File: config.mk
export PLATFORM = sky130hd
export DESIGN_NAME = owm_rstpd_ctrl
export DESIGN_NICKNAME = d
export VERILOG_FILES = /design/src/rtl/owm_pkg.sv /design/src/rtl/owm_cmd_dec.sv /design/src/rtl/owm_cfg_regs.sv /design/src/rtl/owm_pulse_seq.sv /design/src/rtl/owm_rstpd_ctrl.sv
export SDC_FILE = /design/constraint.sdc
export NUM_CORES = 1
export LEC_CHECK = 0
export CORE_UTILIZATION = 35
export DETAILED_ROUTE_END_ITERATION = 10
export PLACE_DENSITY = 0.59
export RECOVER_POWER = 50
export SYNTH_ARGS = -nofsm -noshare
export SYNTH_HDL_FRONTEND = slang
export SYNTH_SLANG_ARGS = --single-unit
File: constraint.sdc
create_clock -name clk -period 4.1 [get_ports clk]
set_input_delay 1.025 -clock clk [delete_from_list [all_inputs] [get_ports clk]]
set_output_delay 1.025 -clock clk [all_outputs]
set_load 0.005 [all_outputs]
File: src/rtl/owm_pkg.sv
package owm_pkg;

    localparam logic [7:0] CMD_MASTER_RST = 8'hF0;
    localparam logic [7:0] CMD_RESET_PD   = 8'hB4;

    typedef enum logic [1:0] {
        CFG_MODE   = 2'd0,
        CFG_TLOW   = 2'd1,
        CFG_TPRES  = 2'd2,
        CFG_TSHORT = 2'd3
    } cfg_addr_e;

    typedef struct packed {
        logic spu;
        logic pdn;
        logic apu;
        logic fast;
    } mode_t;

    typedef struct packed {
        logic [3:0] rsv;
        logic       rst_f;
        logic       short_f;
        logic       pres_f;
        logic       busy;
    } status_t;

    typedef enum logic [1:0] {
        ACT_NONE  = 2'd0,
        ACT_MRST  = 2'd1,
        ACT_PULSE = 2'd2
    } act_e;

    // effective duration: optionally scaled down, never below one cycle
    function automatic logic [31:0] eff_time(input logic [31:0] t, input logic fast,
                                             input int unsigned sh);
        logic [31:0] v;
        v = fast ? (t >> sh) : t;
        return (v == 32'd0) ? 32'd1 : v;
    endfunction

endpackage

File: src/rtl/owm_cmd_dec.sv
module owm_cmd_dec
    import owm_pkg::*;
(
    input  logic       cmd_valid,
    input  logic [7:0] cmd_code,
    input  logic       busy,
    output act_e       act
);
    always_comb begin
        act = ACT_NONE;
        if (cmd_valid) begin
            if (cmd_code == CMD_MASTER_RST)
                act = ACT_MRST;
            else if (cmd_code == CMD_RESET_PD && !busy)
                act = ACT_PULSE;
        end
    end
endmodule

File: src/rtl/owm_cfg_regs.sv
module owm_cfg_regs
    import owm_pkg::*;
#(
    parameter int TW        = 8,
    parameter int DEF_LOW   = 24,
    parameter int DEF_PRES  = 6,
    parameter int DEF_SHORT = 3
) (
    input  logic          clk,
    input  logic          rst,
    input  logic          clr,
    input  logic          busy,
    input  logic          we,
    input  logic [1:0]    addr,
    input  logic [TW-1:0] wdata,
    output mode_t         mode,
    output logic [TW-1:0] t_low,
    output logic [TW-1:0] t_pres,
    output logic [TW-1:0] t_short
);
    localparam logic [TW-1:0] RST_LOW   = TW'(DEF_LOW);
    localparam logic [TW-1:0] RST_PRES  = TW'(DEF_PRES);
    localparam logic [TW-1:0] RST_SHORT = TW'(DEF_SHORT);

    cfg_addr_e sel;
    assign sel = cfg_addr_e'(addr);

    always_ff @(posedge clk) begin
        if (rst || clr) begin
            mode    <= '0;
            t_low   <= RST_LOW;
            t_pres  <= RST_PRES;
            t_short <= RST_SHORT;
        end else if (we && !busy) begin
            case (sel)
                CFG_MODE:   mode    <= mode_t'(wdata[3:0]);
                CFG_TLOW:   t_low   <= wdata;
                CFG_TPRES:  t_pres  <= wdata;
                CFG_TSHORT: t_short <= wdata;
                default:    ;
            endcase
        end
    end
endmodule

File: src/rtl/owm_pulse_seq.sv
module owm_pulse_seq
    import owm_pkg::*;
#(
    parameter int          TW         = 8,
    parameter int unsigned FAST_SHIFT = 2
) (
    input  logic          clk,
    input  logic          rst,
    input  logic          abort,
    input  logic          start,
    input  logic          fast,
    input  logic          apu,
    input  logic [TW-1:0] t_low,
    input  logic [TW-1:0] t_pres,
    input  logic [TW-1:0] t_short,
    output logic          busy,
    output logic          drive_low,
    output logic          pu_en,
    output logic          pres_stb,
    output logic          short_stb
);
    localparam int CW = TW + 2;

    logic [CW-1:0] cnt;
    logic [CW-1:0] l_eff, p_eff, s_eff, end_cnt;

    // registers are write-locked while busy, so these stay steady for a cycle
    assign l_eff   = CW'(eff_time(32'(t_low),   fast, FAST_SHIFT));
    assign p_eff   = CW'(eff_time(32'(t_pres),  fast, FAST_SHIFT));
    assign s_eff   = CW'(eff_time(32'(t_short), fast, FAST_SHIFT));
    assign end_cnt = l_eff << 1;

    always_ff @(posedge clk) begin
        if (rst || abort) begin
            busy <= 1'b0;
            cnt  <= '0;
        end else if (start) begin
            busy <= 1'b1;
            cnt  <= CW'(1);
        end else if (busy) begin
            if (cnt == end_cnt) begin
                busy <= 1'b0;
                cnt  <= '0;
            end else begin
                cnt <= cnt + CW'(1);
            end
        end
    end

    assign drive_low = busy && (cnt <= l_eff);
    assign pu_en     = busy && apu && (cnt > l_eff);
    assign pres_stb  = busy && (cnt == l_eff + p_eff);
    assign short_stb = busy && (cnt == l_eff + s_eff);
endmodule

File: src/rtl/owm_rstpd_ctrl.sv
module owm_rstpd_ctrl
    import owm_pkg::*;
#(
    parameter int          TW         = 8,
    parameter int          DEF_LOW    = 24,
    parameter int          DEF_PRES   = 6,
    parameter int          DEF_SHORT  = 3,
    parameter int unsigned FAST_SHIFT = 2
) (
    input  logic          clk,
    input  logic          rst,
    input  logic          cmd_valid,
    input  logic [7:0]    cmd_code,
    output logic          cmd_ack,
    input  logic          cfg_we,
    input  logic [1:0]    cfg_addr,
    input  logic [TW-1:0] cfg_wdata,
    output logic [7:0]    status,
    output logic [3:0]    mode_o,
    output logic [TW-1:0] t_low_o,
    output logic [TW-1:0] t_pres_o,
    output logic [TW-1:0] t_short_o,
    output logic          line_drive_low,
    output logic          line_pu,
    input  logic          line_in
);
    act_e    act;
    mode_t   mode;
    status_t st;
    logic    busy, pres_stb, short_stb;

    owm_cmd_dec u_dec (
        .cmd_valid (cmd_valid),
        .cmd_code  (cmd_code),
        .busy      (busy),
        .act       (act)
    );

    owm_cfg_regs #(
        .TW(TW), .DEF_LOW(DEF_LOW), .DEF_PRES(DEF_PRES), .DEF_SHORT(DEF_SHORT)
    ) u_cfg (
        .clk     (clk),
        .rst     (rst),
        .clr     (act == ACT_MRST),
        .busy    (busy),
        .we      (cfg_we),
        .addr    (cfg_addr),
        .wdata   (cfg_wdata),
        .mode    (mode),
        .t_low   (t_low_o),
        .t_pres  (t_pres_o),
        .t_short (t_short_o)
    );

    owm_pulse_seq #(.TW(TW), .FAST_SHIFT(FAST_SHIFT)) u_seq (
        .clk       (clk),
        .rst       (rst),
        .abort     (act == ACT_MRST),
        .start     (act == ACT_PULSE),
        .fast      (mode.fast),
        .apu       (mode.apu),
        .t_low     (t_low_o),
        .t_pres    (t_pres_o),
        .t_short   (t_short_o),
        .busy      (busy),
        .drive_low (line_drive_low),
        .pu_en     (line_pu),
        .pres_stb  (pres_stb),
        .short_stb (short_stb)
    );

    always_ff @(posedge clk) begin
        if (rst) begin
            cmd_ack    <= 1'b0;
            st.rst_f   <= 1'b1;
            st.pres_f  <= 1'b0;
            st.short_f <= 1'b0;
        end else begin
            cmd_ack <= (act != ACT_NONE);
            case (act)
                ACT_MRST: begin
                    st.rst_f   <= 1'b1;
                    st.pres_f  <= 1'b0;
                    st.short_f <= 1'b0;
                end
                ACT_PULSE: st.rst_f <= 1'b0;
                default: begin
                    if (pres_stb)  st.pres_f  <= !line_in;
                    if (short_stb) st.short_f <= !line_in;
                end
            endcase
        end
    end

    assign st.rsv  = '0;
    assign st.busy = busy;
    assign status  = st;
    assign mode_o  = mode;
endmodule

# After elaboration in Yosys (flattened, before gate mapping)
# Cells that the tools add are included.
# W data, S select, Z words.
[totals]
elab_cells = 75
output_inout_bits = 39
ff_bits = 43
in_bits = 23
[classes]
n_eq_ne = 10
n_mux = 19
magnitude_cmp = 2
bitwise = 1
n_addsub = 3
reduce_logical = 26
[ops]
columns = ["op", "count"]
rows = [
  ["$logic_not A32 Y1", 3],
  ["$mux W10", 4],
  ["$eq A10 B10 Y1", 3],
  ["$mux W8", 3],
  ["$add A10 B10 Y10", 2],
  ["$eq A8 B8 Y1 const B", 2],
  ["$reduce_and A2 Y1", 6],
  ["$add A10 B1 Y10 const B", 1],
  ["$gt A10 B10 Y1", 1],
  ["$le A10 B10 Y1", 1],
  ["$reduce_bool A2 Y1", 5],
  ["$logic_and A1 B1 Y1", 7],
  ["$mux W1", 7],
  ["$eq A2 B2 Y1 const B", 3],
  ["$mux W2", 3],
  ["$eq A2 B1 Y1 const B", 2],
  ["$pmux W2 S2", 1],
  ["$logic_not A1 Y1", 2],
  ["$logic_not A2 Y1", 1],
  ["$pmux W1 S2", 1],
  ["$reduce_or A2 Y1", 1],
  ["$logic_or A1 B1 Y1", 1],
  ["$not A1 Y1", 1],
]

# Longest topological paths before layout
[depth]
ltp_word = 8
ltp_mapped = 18
ltp_nobuf = 16

# Cells and area by module
# Synthesis repeated with hierarchy kept, for this count alone.
[unflattened]
cells_unflattened = 409
hier_area_um2 = 3589.7
[modules_own_cells]
columns = ["mod", "cells_each", "instances", "seq_area_each_um2", "area_per_inst_um2"]
rows = [
  ["owm_pulse_seq", 260, 1, 220.2, 1985.7],
  ["owm_cfg_regs", 115, 1, 560.5, 1276.2],
  ["owm_rstpd_ctrl", 29, 1, 80.1, 276.5],
  ["owm_cmd_dec", 5, 1, 0.0, 51.3],
]

# Worst setup path after synthesis
# Ideal clock, no wire load.
[synth_path]
path_type = "reg-to-reg"
start = "reg u_cfg.mode[0] (netlist name)"
end = "reg st (netlist bit status[2])"
setup_slack_ns = 0.296
path_stages_with_launch = 19
path_buffers = 2
synth_period_minus_slack_ns = 3.804
arrival_ns = 3.714
cell_sequence = "dfxtp_1 buf_6 buf_1 mux2_2 nor2_1 nand4_1 nor3_1 nor3_1 a31oi_1 ha_1 inv_1 fa_1 nor2b_1 o2111ai_1 nand3_1 mux2_1 nor4_1 a21oi_1 a311oi_1"
[synth_via]
elab_chain_cells = 8
[synth_rtl]
columns = ["element", "line", "source"]
rows = [
  ["$mux W8", "owm_pkg.sv:38", "v = fast ? (t >> sh) : t;"],
  ["$logic_not A32 Y1", "owm_pkg.sv:39", "return (v == 32'd0) ? 32'd1 : v;"],
  ["$mux W10", "owm_pkg.sv:39", ""],
  ["$add A10 B10 Y10 *", "owm_pulse_seq.sv:53", "assign short_stb = busy && (cnt == l_eff + s_eff);"],
  ["$eq A10 B10 Y1 *", "owm_pulse_seq.sv:53", ""],
  ["$logic_and A1 B1 Y1 *", "owm_pulse_seq.sv:53", ""],
  ["$reduce_bool A2 Y1 (no source line) *", "n/a", ""],
  ["$reduce_and A2 Y1 (no source line) *", "n/a", ""],
  ["end: declaration", "owm_rstpd_ctrl.sv:29", "status_t st;"],
]
# Every way passes the cells marked *; elsewhere a longest branch is shown, timed or not.
# A chain may end at the register's enable or synchronous reset.

# Worst setup path in the final report
[layout_path]
start = "reg u_cfg.mode[0] (netlist name)"
end = "out line_pu"
[layout_via]
elab_chain_cells = 5
[layout_rtl]
columns = ["element", "line", "source"]
rows = [
  ["$mux W8 *", "owm_pkg.sv:38", ""],
  ["$logic_not A32 Y1", "owm_pkg.sv:39", ""],
  ["$mux W10 *", "owm_pkg.sv:39", ""],
  ["$gt A10 B10 Y1 *", "owm_pulse_seq.sv:51", "assign pu_en = busy && apu && (cnt > l_eff);"],
  ["$logic_and A1 B1 Y1 *", "owm_pulse_seq.sv:51", ""],
  ["end: declaration", "owm_rstpd_ctrl.sv:24", "output logic line_pu,"],
]
# Marks and branches as above.

==> key figures <==
Clock tree
  – Cts bufs inserted: 5
  – Clock slew at reported path FFs: 0.09 ns
  – CTS Buffer Depth: 2
  – H-tree Lvls: 2
  – CTS tree: yes
  – Hold_buf cts: 0
  – CTS root buffer: clkbuf_8
  – Clock tree sinks: 43
  – Post-CTS setup repair buffer count: 0
  – Clock Latency Late Sink: 0.30 ns

Routing
  – DRT antenna net count: 0
  – First-pass DRT Iterations: 5
  – Drt via density: 5.205
  – WL/cell: 15.53 um
  – Vias: 2972
  – DRC Markers: 0
  – Final WL: 8868 um
  – Initial DRC count: 146

Worst setup path
  – CP arrival: 3.01 ns
  – Critical Path End Type: output port
  – Reg2reg path depth: 17
  – Worst reg2reg endpoint: status[2]
  – Crit start category: flop
  – Worst endpoint required time: 3.07 ns
  – Max FO, Critical Path: 9
  – Setup CP Type: reg -> out
  – Reg2Reg Setup Slack: 0.34 ns
  – Critical R2R Launch: u_cfg.mode[0]

Floorplanning
  – I/O Pins: 62
  – Core area: 0.008891 sq mm
  – Initial cell density of the core: 36.95%
  – Die Wd: 98.89 um
  – Full die area: 0.009779 sq mm
  – Row count: 34
  – Die Y: 98.89 um

STA
  – Final min period: 4.038 ns
  – Relative slew slack: 40.74%
  – Max Slew Vio Count: 0
  – Fin. Hold Viols: 0
  – Worst Clk Skew: 0.002554 ns
  – Endpoints failing setup: 0
  – Worst slew pin tran: 0.8870 ns
  – Hold slack: 0.4521 ns
  – Max frequency: 0.2476 GHz
  – Period utilization: 98.49%
  – RSZ-0062 raised after global routing: true

Global routing
  – Total GRT Usage: 19.16%
  – Overflow after GRT: 0
  – Global-route wire length before repair: 14730 um
  – Initial antenna violation count: 0
  – Pin count of the biggest net entering global routing: 27
  – Vias in the first global route: 2913

Final layout
  – Layout cells sized above 1: 9.071%
  – Final #Nets: 512
  – Ant diodes: 0
  – Area Overhead vs Synth: 24.56%
  – Finished Layout Cells: 571

Logic synthesis
  – Top area cells in the synthesized netlist: dfxtp_1, ha_1, nand2_1
  – Mapped cell area: 0.003286 sq mm
  – Unique masters post-synth: 57
  – Flops & latches, synth: 43
  – Synth async-reset ratio: 0%
  – Post-Syn Instances: 412
  – Post-synthesis sequential area ratio: 26.20%
  – Synth area leader: dfxtp_1
  – Number of synthesized flops with an enable pin: 0
  – Commonest cells in the netlist: nand2_1, dfxtp_1, a21oi_1
  – Most common cell in the netlist: nand2_1
  – Primary FF master, synth: dfxtp_1
  – Synth top area share: 26.20%
  – Mean post-synth cell area: 7.975 sq um
  – Yosys warning total: 0

Power
  – P per Cell Area: 234.7 mW/mm^2
  – Leakage: 0.001684 uW
  – Peak VDD IR: 0.0001219 V
  – Internal Pwr Total: 672.0 uW
  – Flop pwr share: 46.0%
  – Overall power: 960.7 uW
  – Comb pwr share: 22.8%
  – Clock Power Share: 31.2%
  – Psw: 288.7 uW
  – Sw Share: 30.05%

Status
  – Status: complete, no violations

Worst hold path
  – Hold wc startpoint: status[3]
  – Hold Path Cell Cnt: 2
  – WHS Endpoint: status[3]
  – Worst Hold Class: reg -> reg

Placed design
  – Placed instance count: 563
  – Hpwl dp: 7026 um
  – RD Place Congestion: 0.9102
  – PortBufs: 57

Run
  – Max Cap Viol: 0
[layer usage]
layer	up-vias	global-route usage (%)	share of wire, %
met3	15	3.546	3.8
met1	1373	24.61	46
li1	1509	-	-
met4	0	5.970	2.1
met2	75	32.44	48
met5	-	0	0
[critical path, stage by stage (launching register included)]
cell and delay (ns):
dfxtp_4 0.47, mux2i_4 0.33, nand4_2 0.16, o31ai_4 0.26, ha_1 0.18, o22ai_1 0.08
nor4_1 0.19, o21bai_1 0.10, a21oi_1 0.14, a21oi_1 0.07, o311a_1 0.29, clkdlybuf4s50_1 0.44
[registers in the layout (all words and copies together), names as in the netlist]
name and flops:
u_cfg.t_short 8, u_cfg.mode 4, u_seq.cnt 10, cmd_ack 1, status 3, u_cfg.t_low 8
u_cfg.t_pres 8, u_seq.busy 1
[area by class of cell]
class | count | area, sq um
fillers | 873 | 4798
multi-input cells | 323 | 2251
flip-flops and latches | 43 | 864.6
repair buffers | 67 | 660.6
well taps | 108 | 135.1
clock buffers | 6 | 82.58
inverters | 22 | 82.58
clock inverters | 2 | 16.27
[power by group through the flow]
| stage | clock, uW | combinational (uW) | sequential, uW |
|---|---|---|---|
| 2_1_floorplan | 0 | 144 | 447 |
| 3_3_place_gp | 0 | 215 | 451 |
| 3_5_place_dp | 0 | 219 | 451 |
| 4_1_cts | 309 | 221 | 442 |
| 5_1_grt | 331 | 242 | 444 |
| 6_report | 300 | 219 | 442 |
[worst max-delay path by stage]
| stage | startpoint | slack [ns] | endpoint |
|---|---|---|---|
| final | u_cfg.mode[0] | 0.06 | line_pu |
| after floorplan | u_cfg.mode[0] | 0.30 | status[2] |
| after global placement | u_cfg.mode[0] | 0.23 | status[2] |
| after CTS | u_cfg.mode[0] | 0.03 | line_pu |
| after global routing | u_cfg.mode[0] | -0.08 | line_pu |
| after detailed placement | u_cfg.mode[0] | 0.10 | status[2] |
[what timing repair did]
item	in CTS	in global routing
cloned	0	0
gates resized for setup	4	4
pin swaps	0	1
endpoints found under the setup margin	2	3
[cells by family after synthesis]
| group | synth area share [%] |
|---|---|
| AO/OA/AOI/OAI | 14.74 |
| XOR/XNOR | 11.16 |
| adder cells (fa/ha/maj) | 10.74 |
| buffers and inverters | 6.740 |
| flip-flops | 26.20 |
| multiplexers | 7.769 |
| other | 0.1141 |
| AND/OR/NAND/NOR | 22.54 |
[stage by stage]
step                util, %  setup TNS, ns  worst slack (ns)  area [sq um]
finish                46.03              0           0.06198          4093
global route          46.03       -0.08255          -0.08255          4093
CTS                   45.79              0           0.02724          4071
detailed placement    44.44              0            0.1041          3951
global placement      44.44              0            0.2254          3951
floorplan                 -              0            0.2956          3297
[layout by cell type, fill, tap and decap left out, types with 2 or more instances in the layout]
master / count
mux2i_4: 3
xor2_1: 16
mux2_2: 7
a21oi_1: 34
o21bai_1: 2
ha_1: 25
xnor2_1: 24
buf_4: 9
nand2_1: 61
nor3_1: 7
nand4_1: 11
clkdlybuf4s50_1: 26
and3_1: 2
o2111ai_1: 3
o31ai_1: 2
nor3b_1: 4
o21a_1: 3
o31ai_4: 2
dfxtp_1: 42
mux2i_2: 2
o22ai_1: 2
conb_1: 4
a31oi_1: 3
o21ai_0: 7
nand3_1: 15
nand2b_1: 4
nor4_1: 3
mux2i_1: 10
clkbuf_8: 6
nor2_1: 29
o211ai_1: 2
or2_2: 3
nor2b_1: 10
dlygate4sd3_1: 30
a21o_1: 2
inv_1: 21
fa_1: 2
No activity file was read; power rests on OpenSTA's default activity.
